==> src/rtl/pcm_serial_port.sv <==
module pcm_serial_port #(
  parameter int WORD_W   = 8,
  parameter int LONG_MIN = 3
) (
  input  logic              clk,
  input  logic              rst_n,
  input  logic              sync_mode,
  input  logic              tx_bclk,
  input  logic              tx_fs,
  input  logic [WORD_W-1:0] tx_word,
  output logic              tx_sd,
  output logic              tx_oe,
  input  logic              rx_bclk,
  input  logic              rx_fs,
  input  logic              rx_sd,
  output logic [WORD_W-1:0] rx_word,
  output logic              rx_valid,
  output logic              long_sync
);
  localparam int WC_W = $clog2(LONG_MIN + 1);
  localparam int NS_W = $clog2(WORD_W + 1);
  localparam int RC_W = $clog2(WORD_W);

  logic txb_q, fs_q, rb_q, rfs_q;
  logic rb_clk;
  assign rb_clk = sync_mode ? tx_bclk : rx_bclk;

  always_ff @(posedge clk or negedge rst_n)
    if (!rst_n) {txb_q, fs_q, rb_q, rfs_q} <= '0;
    else        {txb_q, fs_q, rb_q, rfs_q} <= {tx_bclk, tx_fs, rb_clk, rx_fs};

  logic txb_rise, txb_fall, fs_rise, fs_fall, rb_fall, rfs_rise;
  assign txb_rise = tx_bclk & ~txb_q;
  assign txb_fall = ~tx_bclk & txb_q;
  assign fs_rise  = tx_fs & ~fs_q;
  assign fs_fall  = ~tx_fs & fs_q;
  assign rb_fall  = ~rb_clk & rb_q;
  assign rfs_rise = rx_fs & ~rfs_q;

  // sync width measurement, applied when the pulse ends
  logic [WC_W-1:0] wcnt;
  logic            long_q;

  always_ff @(posedge clk or negedge rst_n)
    if (!rst_n) begin
      wcnt   <= '0;
      long_q <= 1'b0;
    end else if (fs_fall) begin
      if (wcnt == WC_W'(1))             long_q <= 1'b0;
      else if (wcnt >= WC_W'(LONG_MIN)) long_q <= 1'b1;
      wcnt <= '0;
    end else if (txb_fall && tx_fs && wcnt < WC_W'(LONG_MIN)) begin
      wcnt <= wcnt + 1'b1;
    end

  assign long_sync = long_q;

  // transmit path
  logic              active, armed, pend, tail_fell;
  logic [NS_W-1:0]   nsent;
  logic [WORD_W-1:0] sh, hold;
  logic tail, fall8, tx_end, start_s, start_l, tx_start, arm_set;

  assign tail     = nsent == NS_W'(WORD_W);
  assign fall8    = tail_fell | (tail & txb_fall);
  assign tx_end   = active & fall8 & (~long_q | ~tx_fs);
  assign start_s  = ~long_q & armed & txb_rise;
  assign start_l  = long_q & ~active & ((fs_rise & tx_bclk) | (pend & txb_rise));
  assign tx_start = start_s | start_l;
  assign arm_set  = ~long_q & txb_fall & tx_fs & (~active | tx_end);

  always_ff @(posedge clk or negedge rst_n)
    if (!rst_n) begin
      armed <= 1'b0;
      pend  <= 1'b0;
    end else begin
      if (arm_set)                 armed <= 1'b1;
      else if (tx_start || long_q) armed <= 1'b0;
      if (tx_start || fs_fall || !long_q)              pend <= 1'b0;
      else if (fs_rise && !tx_bclk && !active)         pend <= 1'b1;
    end

  always_ff @(posedge clk or negedge rst_n)
    if (!rst_n) begin
      active    <= 1'b0;
      tail_fell <= 1'b0;
      nsent     <= '0;
      sh        <= '0;
      hold      <= '0;
    end else if (tx_start) begin
      active    <= 1'b1;
      tail_fell <= 1'b0;
      nsent     <= NS_W'(1);
      sh        <= hold;
      hold      <= tx_word;
    end else if (tx_end) begin
      active    <= 1'b0;
      tail_fell <= 1'b0;
    end else if (active) begin
      if (txb_rise && !tail) begin
        sh    <= sh << 1;
        nsent <= nsent + 1'b1;
      end
      if (tail && txb_fall) tail_fell <= 1'b1;
    end

  assign tx_oe = active;
  assign tx_sd = active & sh[WORD_W-1];

  // receive path
  logic              ract, rlast, rstart;
  logic [RC_W-1:0]   rcnt;
  logic [WORD_W-1:0] rsh;

  assign rlast  = ract & rb_fall & (rcnt == RC_W'(WORD_W - 1));
  assign rstart = long_q ? (rfs_rise & ~ract) : (rb_fall & rx_fs & (~ract | rlast));

  always_ff @(posedge clk or negedge rst_n)
    if (!rst_n) begin
      ract     <= 1'b0;
      rcnt     <= '0;
      rsh      <= '0;
      rx_word  <= '0;
      rx_valid <= 1'b0;
    end else begin
      rx_valid <= 1'b0;
      if (ract && rb_fall) begin
        rsh  <= {rsh[WORD_W-2:0], rx_sd};
        rcnt <= rcnt + 1'b1;
        if (rlast) begin
          rx_word  <= {rsh[WORD_W-2:0], rx_sd};
          rx_valid <= 1'b1;
          ract     <= 1'b0;
        end
      end
      if (rstart) begin
        ract <= 1'b1;
        rcnt <= '0;
      end
    end
endmodule

==> config.mk <==
export PLATFORM = sky130hd
export DESIGN_NAME = pcm_serial_port
export DESIGN_NICKNAME = d
export VERILOG_FILES = /design/src/rtl/pcm_serial_port.sv
export SDC_FILE = /design/constraint.sdc
export NUM_CORES = 1
export LEC_CHECK = 0
export CORE_MARGIN = 3
export CORE_UTILIZATION = 62
export DETAILED_ROUTE_END_ITERATION = 10
export DONT_BUFFER_PORTS = 1
export PLACE_DENSITY_LB_ADDON = 0.08
export SETUP_SLACK_MARGIN = 0.4
export SYNTH_ARGS = -nofsm -noshare
export SYNTH_HDL_FRONTEND = slang
export SYNTH_SLANG_ARGS = --single-unit
==> constraint.sdc <==
create_clock -name clk -period 2 [get_ports clk]
set_input_delay 0.3 -clock clk [delete_from_list [all_inputs] [get_ports clk]]
set_output_delay 0.3 -clock clk [all_outputs]
set_load 0.02 [all_outputs]
==> impl_results.md, run 1 <==
- Outcome: finished clean
- Nets: 216
- Initial antenna violation count: 0
- Largest cells by area after synthesis: dfrtp_1 (53%), mux2_4 (11%), mux2_2 (7.9%), ha_1 (3.1%), xnor2_1 (1.4%)
- Pwr Total: 0.00365 W
- P_int: 0.00252 W
- # port buffers: 0
- CP max FO: 5
- Top-area cell type share of the netlist area: 0.526
- TritonCTS clock tree: done
- Die width: 68.6 um
- Leak Pwr: 1.31 nW
- Fin crit period: 1800 ps
- DP HPWL: 2790 um
- Critical Path Sink Type: register
- Most common cell in the synthesized netlist: dfrtp_1
- Register area: 1280 um^2
- Yosys top cell by area: dfrtp_1
- Initial core utilization: 0.654
- DR vias/cell: 5.84
- Final Non-Filler Cells: 243
- Max Freq: 557 MHz
- EDFF count, synth: 0
- Hold Crit Class: input port to register
- Number of global-route vias before repair: 1439
- Via count: 1418
- MaxCap Viol Count: 0
- First-pass GRT wire length: 7060 um
- Initial DRC count: 47
- Comb pwr share: 0.309
- Share of synthesized flip-flops with an asynchronous set or reset: 1.00
- Tot GR Track Use: 0.208
- ANT cells: 0
- Startpoint Class: register
- H-Tree Depth: 2
- Std cell rows: 22
- Area of the multi-input gates: 1130 um^2
- Primary FF master, synth: dfrtp_1
- Net Sw Frac: 0.311
- Fin Setup TNS: 0 ps
- Filler cells: 225
- Die height: 68.6 um
- PD cells: 1310 nW/um^2
- Global route overflow: 0
- Max Slew Vio Count: 0
- Kind of critical path: register to register
- Seq pwr share: 0.493
- Clock Path Buffers: 2
- # setup viols final: 0
- Post-DR wirelength/cell: 18.6 um
- Sw power: 0.00113 W
- Final Skew: 5.57 ps
- Slew headroom: 0.776
- Core Box Area: 3720 um^2
- Final Cycle Share: 0.898
- Fraction of layout cells with a size suffix above 1: 0.410
- Final core utilization: 0.753
- CP arrival: 1980 ps
- Global placement routability congestion: 0.664
- Total Wirelength: 4520 um
- Clock sinks: 51
- Clock share of power: 0.198
- Pre-antenna DRT Iters: 4
- Root Driver: clkbuf_8
- Ports: 28
- Clock Pin Slew Worst Setup and Hold Paths: 90 ps
- Cell total after placement: 218
- Final hold vios: 0
- YS warnings: 0
- Mapped Area: 2430 um^2
- Slew of the pin with the lowest slew margin: 335 ps
- DRC Markers: 0
- Synthesized netlist cell count: 173
- Yosys reg bits: 51
- Register area share after synthesis: 0.526
- VDD IR-drop max: 0.752 mV
- Synth cell count leaders: dfrtp_1 (51), mux2_4 (18), mux2_2 (17), nor2_1 (9), inv_1 (7)
- Syn Area/Cell: 14.0 um^2
- Die area: 4700 um^2
- Worst EP required: 2190 ps
- Synth-to-Final Area Change: 15.1%
- Routed Antenna Nets: 0
- Largest net degree at the start of global routing: 52
- Synthesized Nets: 195
- TritonCTS buffer count: 5
- Clock latency at the later pin of the worst-skew pair: 290 ps
- Synth unique cells: 43
- RSZ-0062 raised after global routing: true
cell usage in the layout (no fill, tap or decap), drive strengths merged, types with 5 or more instances in the layout:
cell | Yosys | layout
a21oi | 5 | 5
clkbuf | 1 | 6
buf | 5 | 18
nor2 | 9 | 9
mux2 | 38 | 38
o21ai | 5 | 5
inv | 8 | 8
ha | 6 | 6
dfrtp | 51 | 51
metal layers:
layer	GRT usage	wire length (um)	up-vias
met5	0	0	-
met4	0.0447	51	0
met3	0.0600	186	7
met2	0.371	2410	32
met1	0.246	1870	731
li1	-	-	648
cell families after synthesis:
group / count (synthesis) / share of synthesized area
muxes: 42 / 0.226
adders and majority gates: 6 / 0.0309
AOI/OAI and AO/OA: 20 / 0.0634
buffers and inverters: 14 / 0.0386
xor gates and xnor gates: 5 / 0.0180
and+or+nand+nor: 35 / 0.0979
DFF: 51 / 0.526
sequential cells by signal, indices dropped and copies added, names as in the netlist, 2 cells and up:
signal,cells
rsh,7
wcnt,2
rcnt,3
sh,8
nsent,4
hold,8
rx_word,8
through the flow:
stage	setup WS [ps]	area (um^2)	hold slack (ps)
finish	204	2800	24.4
global route	127	2800	6.70
CTS	194	2740	17.5
detailed placement	147	2450	5.65
global placement	228	2450	5.78
floorplan	280	2440	4.41
final timing paths:
| check | cells after the start | slack, ps | to | start |
|---|---|---|---|---|
| max | 7 | 200 | sh[4] | nsent[1] |
| min | 0 | 20 | txb_q | tx_bclk |
| max reg2reg | 7 | 200 | sh[4] | nsent[1] |
| min reg2reg | 1 | 500 | hold[5] | hold[5] |
| max in group asynchronous | 2 | 1260 | rx_word[2] | rst_n |
| min in group asynchronous | 2 | 500 | sh[7] | rst_n |
power by group through the flow:
stage	Sequential (W)	Clock [W]	Combinational [W]
2_1_floorplan	0.00173	0	0.000825
3_3_place_gp	0.00179	0	0.000861
3_5_place_dp	0.00182	0	0.000926
4_1_cts	0.00179	0.000735	0.00107
5_1_grt	0.00185	0.000782	0.00123
6_report	0.00180	0.000723	0.00113
layout make-up:
class | count | area share
clock buffer | 6 | 0.0295
clock inverter | 2 | 0.0125
inverter | 8 | 0.0107
multi-input combinational | 109 | 0.404
sequential | 51 | 0.458
tap | 48 | 0.0215
timing repair buffer | 19 | 0.0644
critical path, stage by stage, from the launching register on:
cell and delay, ps:
dfrtp_1 400, inv_2 60, ha_4 160, nand3b_4 70, nor3b_4 240, buf_6 180
mux2_4 300, mux2_4 270
timing repair:
item	CTS	global route
resized for setup	9	7
setup endpoints to repair	17	33
setup buffers	9	4
hold endpoints to repair	51	0
hold buffers	2	0
pin swaps	3	3
cloned	2	0
(Power assumes the default switching activity.)
==> inputs of run 2 (changes only) <==
--- a/config.mk
+++ b/config.mk
@@ -6,7 +6,8 @@
 export NUM_CORES = 1
 export LEC_CHECK = 0
 export CORE_MARGIN = 3
-export CORE_UTILIZATION = 62
+export CORE_UTILIZATION = 56
+export CTS_CLUSTER_SIZE = 16
 export DETAILED_ROUTE_END_ITERATION = 10
 export DONT_BUFFER_PORTS = 1
 export PLACE_DENSITY_LB_ADDON = 0.08
@@ -14,3 +15,4 @@
 export SYNTH_ARGS = -nofsm -noshare
 export SYNTH_HDL_FRONTEND = slang
 export SYNTH_SLANG_ARGS = --single-unit
+export TNS_END_PERCENT = 30
==> constraint.sdc (replaced) <==
create_clock -name clk -period 1.52 [get_ports clk]
set_input_delay 0.228 -clock clk [delete_from_list [all_inputs] [get_ports clk]]
set_output_delay 0.228 -clock clk [all_outputs]
set_load 0.02 [all_outputs]
==> run 2 against run 1 <==
Net effect:
- sequential cell count unchanged
- sequential share of layout area is 3.6 points lower
- hold slack got worse by 430 ps
- total power is 36% higher
- first-iteration DRC count up 60%
- wire length down 2.8%
- the run now ends with negative hold slack, negative setup slack left
- highest routed layer unchanged
==> impl_results.md, run 2 (same netlist as run 1, synthesis figures left out) <==
- Clock Pin Slew Worst Setup and Hold Paths: 100 ps
- Setup WS pre-CTS: -238 ps
- DRC Markers: 0
- DR vias/cell: 5.54
- Slew headroom: 0.783
- Pre-antenna DRT Iters: 4
- Global placement routability congestion: 0.766
- Critical Path Sink Type: register
- MaxCap Viol Count: 0
- Slew of the pin with the lowest slew margin: 319 ps
- Regs by FF count: hold x8, rx_word x8, sh x8
- Std cell rows: 23
- Hold Crit Class: input port to async pin
- Final Skew: 8.55 ps
- Clock Path Buffers: 2
- Initial antenna violation count: 0
- Crit-path cells: nand3b_1, nor3b_4, buf_6, mux2_4, mux2_4
- Hold Buf Count CTS: 3
- Largest net degree at the start of global routing: 52
- Initial DRC count: 75
- PD cells: 1630 nW/um^2
- Final Cycle Share: 1.15
- Global route overflow: 0
- Post-DR wirelength/cell: 16.8 um
- Fin crit period: 1740 ps
- Nets: 232
- Filler cells: 279
- Ports: 28
- Max Freq: 574 MHz
- Routed Antenna Nets: 0
- Commonest non-fill, non-tap cell in the layout: dfrtp_1
- TritonCTS buffer count: 5
- Final worst-path setup slack: -221 ps
- Tot GR Track Use: 0.190
- Die area: 5160 um^2
- Kind of critical path: register to register
- Root Driver: clkbuf_8
- Total Wirelength: 4390 um
- CP arrival: 1940 ps
- Most frequent cells in the layout: dfrtp_1 (47), mux2_4 (37), buf_4 (22), nor2_1 (9), buf_6 (9)
- Worst path slowest cell: dfrtp_1
- VDD IR-drop max: 1.01 mV
- Die width: 71.9 um
- Reg2Reg Setup Slack: -220 ps
- Core Box Area: 4090 um^2
- # port buffers: 0
- Startpoint Class: register
- Failing checks: negative hold slack, negative setup slack
- Max Slew Vio Count: 0
- Clock latency at the later pin of the worst-skew pair: 310 ps
- CP dominant cell by count: mux2_4
- Outcome: finished, violations left
- Fraction of layout cells with a size suffix above 1: 0.517
- CP max stage delay: 400 ps
- Worst EP required: 1720 ps
- RSZ-0062 raised after global routing: true
- # setup viols final: 22
- Hold WS: -402 ps
- Die height: 71.9 um
- Leak Pwr: 1.46 nW
- DP HPWL: 2720 um
- Synth-to-Final Area Change: 25.1%
- Number of global-route vias before repair: 1542
- First-pass GRT wire length: 7540 um
- Pwr Total: 0.00496 W
- Clock sinks: 51
- H-Tree Depth: 2
- ANT cells: 0
- Initial core utilization: 0.594
- TritonCTS clock tree: done
- Via count: 1445
- CP max FO: 8
- Final hold vios: 51
run 2: area by class of cell:
cell class | instances | area [um^2] | share of cell area
Inverter | 8 | 30.0 | 0.00988
Timing Repair Buffer | 35 | 317 | 0.104
Clock buffer | 5 | 68.8 | 0.0226
Tap cell | 50 | 62.6 | 0.0206
Clock inverter | 3 | 26.3 | 0.00865
Multi-Input combinational cell | 109 | 1250 | 0.413
Sequential cell | 51 | 1280 | 0.422
run 2: final timing paths:
path / from / to / cells past startpoint
worst max-delay path: txb_q / sh[3] / 5
worst min-delay path: rst_n / rcnt[2] / 0
worst max register to register: txb_q / sh[3] / 5
worst min register to register: hold[0] / sh[0] / 1
max in group asynchronous: rst_n / sh[2] / 0
min in group clk: rx_sd / rx_word[0] / 1
run 2: stage by stage:
| stage | hold WS, ps | instance area (um^2) | setup TNS [ps] | cells | util |
|---|---|---|---|---|---|
| 3_3_place_gp | -66.4 | 2580 | -2340 | 237 | 0.632 |
| 5_1_grt | -430 | 3040 | -5170 | 261 | 0.744 |
| 2_1_floorplan | -67.6 | 2440 | -1790 | 173 | - |
| 3_5_place_dp | -66.1 | 2580 | -2770 | 237 | 0.632 |
| 6_report | -402 | 3040 | -3580 | 261 | 0.744 |
| 4_1_cts | -417 | 2880 | -2380 | 250 | 0.705 |
run 2: what timing repair did:
action,4_1_cts,5_1_grt
hold endpoints to repair,54,51
buffers inserted,2,10
setup endpoints to repair,48,48
pin swaps,16,13
gates resized for setup,39,16
gates cloned,0,1
run 2: layer usage:
layer / part of all wire / global-route usage / vias to the layer above
met2: 0.50 / 0.298 / 25
met5: 0 / 0 / -
li1: - / - / 681
met3: 0.047 / 0.0547 / 9
met4: 0.024 / 0.0689 / 0
met1: 0.43 / 0.251 / 730
run 2: power by group:
group / switching [W] / internal (W)
clock: 0.000479 / 0.000339
sequential: 0.000508 / 0.00187
combinational: 0.000578 / 0.00118
run 2: critical path, delay by kind of cell (launching register included):
kind                   cells  cell delay, ps
flip-flops                 1             400
multiplexers               2             580
buffers and inverters      1             180
AND/OR/NAND/NOR            2             460
==> inputs of run 3 (changes only) <==
--- a/config.mk
+++ b/config.mk
@@ -10,8 +10,10 @@
 export CTS_CLUSTER_SIZE = 16
 export DETAILED_ROUTE_END_ITERATION = 10
 export DONT_BUFFER_PORTS = 1
-export PLACE_DENSITY_LB_ADDON = 0.08
+export GPL_ROUTABILITY_DRIVEN = 0
+export PLACE_DENSITY = 0.77
 export SETUP_SLACK_MARGIN = 0.4
+export SLEW_MARGIN = 20
 export SYNTH_ARGS = -nofsm -noshare
 export SYNTH_HDL_FRONTEND = slang
 export SYNTH_SLANG_ARGS = --single-unit
==> run 3 against run 2 <==
Net effect:
- the run still ends with negative hold slack, negative setup slack left
- worst setup slack got worse by 12 ps
- clock skew down 2.3 ps
- sequential cell count unchanged
- highest routed layer unchanged
==> impl_results.md, run 3 (same netlist as run 1, synthesis figures left out) <==
- Final worst-path setup slack: -233 ps
- DRC Markers: 0
- Die area: 5160 um^2
- Initial core utilization: 0.594
- Comb pwr share: 0.356
- Std cell rows: 23
- Core Box Area: 4090 um^2
- Hold Buf Count CTS: 3
- TritonCTS buffer count: 5
- Hold Crit Class: input port to async pin
- Hold WS: -406 ps
- TritonCTS clock tree: done
- Max Slew Vio Count: 0
- Commonest non-fill, non-tap cell in the layout: dfrtp_1
- H-Tree Depth: 2
- Setup WS pre-CTS: -242 ps
- Leak Pwr: 1.45 nW
- Routed Antenna Nets: 0
- PD cells: 1650 nW/um^2
- Final hold vios: 51
- Number of global-route vias before repair: 1623
- Initial DRC count: 48
- Filler cells: 246
- Startpoint Class: register
- Worst EP required: 1730 ps
- Cell total after placement: 239
- Kind of critical path: register to register
- ANT cells: 0
- Final Skew: 6.25 ps
- Slew headroom: 0.776
- Pre-antenna DRT Iters: 4
- Pwr Total: 0.00508 W
- Root Driver: clkbuf_8
- Ports: 28
- Via count: 1470
- Most frequent cells in the layout: dfrtp_1 (47), mux2_4 (34), buf_4 (21), nor2_1 (9), clkbuf_8 (5)
- Initial antenna violation count: 0
- Clock share of power: 0.164
- Fraction of layout cells with a size suffix above 1: 0.531
- Synth-to-Final Area Change: 26.4%
- Net Sw Frac: 0.334
- Global route overflow: 0
- # port buffers: 0
- Nets: 228
- MaxCap Viol Count: 0
- Die width: 71.9 um
- VDD IR-drop max: 1.11 mV
- RSZ-0062 raised after global routing: true
- Final Cycle Share: 1.15
- CP arrival: 1960 ps
- Failing checks: negative hold slack, negative setup slack
- Final Non-Filler Cells: 257
- First-pass GRT wire length: 8150 um
- Regs by FF count: hold x8, rx_word x8, sh x8
- Clock sinks: 51
- Critical Path Sink Type: register
- # setup viols final: 19
- Tot GR Track Use: 0.210
- Clock latency at the later pin of the worst-skew pair: 310 ps
- Final core utilization: 0.751
- Seq pwr share: 0.480
- P_int: 0.00339 W
- Post-DR wirelength/cell: 20.2 um
- Fin crit period: 1750 ps
- Outcome: finished, violations left
- Die height: 71.9 um
- Clock Path Buffers: 2
- Clock Pin Slew Worst Setup and Hold Paths: 100 ps
- CP max FO: 4
- Max Freq: 571 MHz
- Sw power: 0.00170 W
- Total Wirelength: 5190 um
- Slew of the pin with the lowest slew margin: 329 ps
- Largest net degree at the start of global routing: 52
- DR vias/cell: 5.72
- DP HPWL: 3090 um
==> run 3: cell types whose count changed in the layout (fill, tap and decap cells not counted), sizes merged <==
cell | previous run | this run
a21o | 3 | 2
bufbuf | 0 | 1
buf | 32 | 28
==> run 3: power groups by stage <==
stage / sequential [W] / combinational, W / clock, W
2_1_floorplan: 0.00227 / 0.00109 / 0
3_3_place_gp: 0.00233 / 0.00131 / 0
3_5_place_dp: 0.00238 / 0.00140 / 0
4_1_cts: 0.00240 / 0.00171 / 0.000835
5_1_grt: 0.00250 / 0.00195 / 0.000892
6_report: 0.00244 / 0.00181 / 0.000835
==> run 3: layout make-up <==
class,count,area (um^2),area share
well taps,50,62.6,0.0204
inverters,8,30.0,0.00978
clock buffers,5,68.8,0.0224
repair buffers,32,325,0.106
clock inverters,3,26.3,0.00856
flip-flops and latches,51,1280,0.417
multi-input cells,108,1280,0.416
==> run 3: worst max-delay path: stages, from the launching register on <==
cell	delay [ps]
dfrtp_1	420
nand3b_1	240
nor3b_4	250
buf_4	190
mux2_4	300
mux2_4	260
==> run 3: worst paths after layout <==
check / start / to / slack, ps / depth (start not counted)
min: rst_n / fs_q / -410 / 0
min reg2reg: hold[5] / hold[5] / 510 / 1
max reg2reg: txb_q / sh[5] / -230 / 5
max in group asynchronous: rst_n / nsent[0] / 1820 / 0
max: txb_q / sh[5] / -230 / 5
min in group clk: tx_fs / wcnt[1] / 40 / 1
==> run 3: per-layer routing <==
metal | share of wire | GRT usage
met2 | 0.53 | 0.372
met4 | 0.031 | 0.0772
met1 | 0.39 | 0.241
met5 | 0 | 0
met3 | 0.042 | 0.0561
==> run 3: metrics by stage <==
| step | area, um^2 | TNS (ps) | hold slack, ps |
|---|---|---|---|
| after floorplan | 2440 | -1790 | -67.6 |
| after global placement | 2620 | -1690 | -66.2 |
| after detailed placement | 2620 | -2680 | -66.3 |
| after CTS | 3000 | -2530 | -411 |
| after global routing | 3070 | -3910 | -420 |
| final | 3070 | -2780 | -406 |
==> run 3: what timing repair did <==
action / CTS / global route
endpoints found under the hold margin: 54 / 51
setup endpoints to repair: 48 / 48
pin swaps: 20 / 18
setup buffers: 2 / 3
gates cloned: 1 / 1
gates resized for setup: 47 / 10
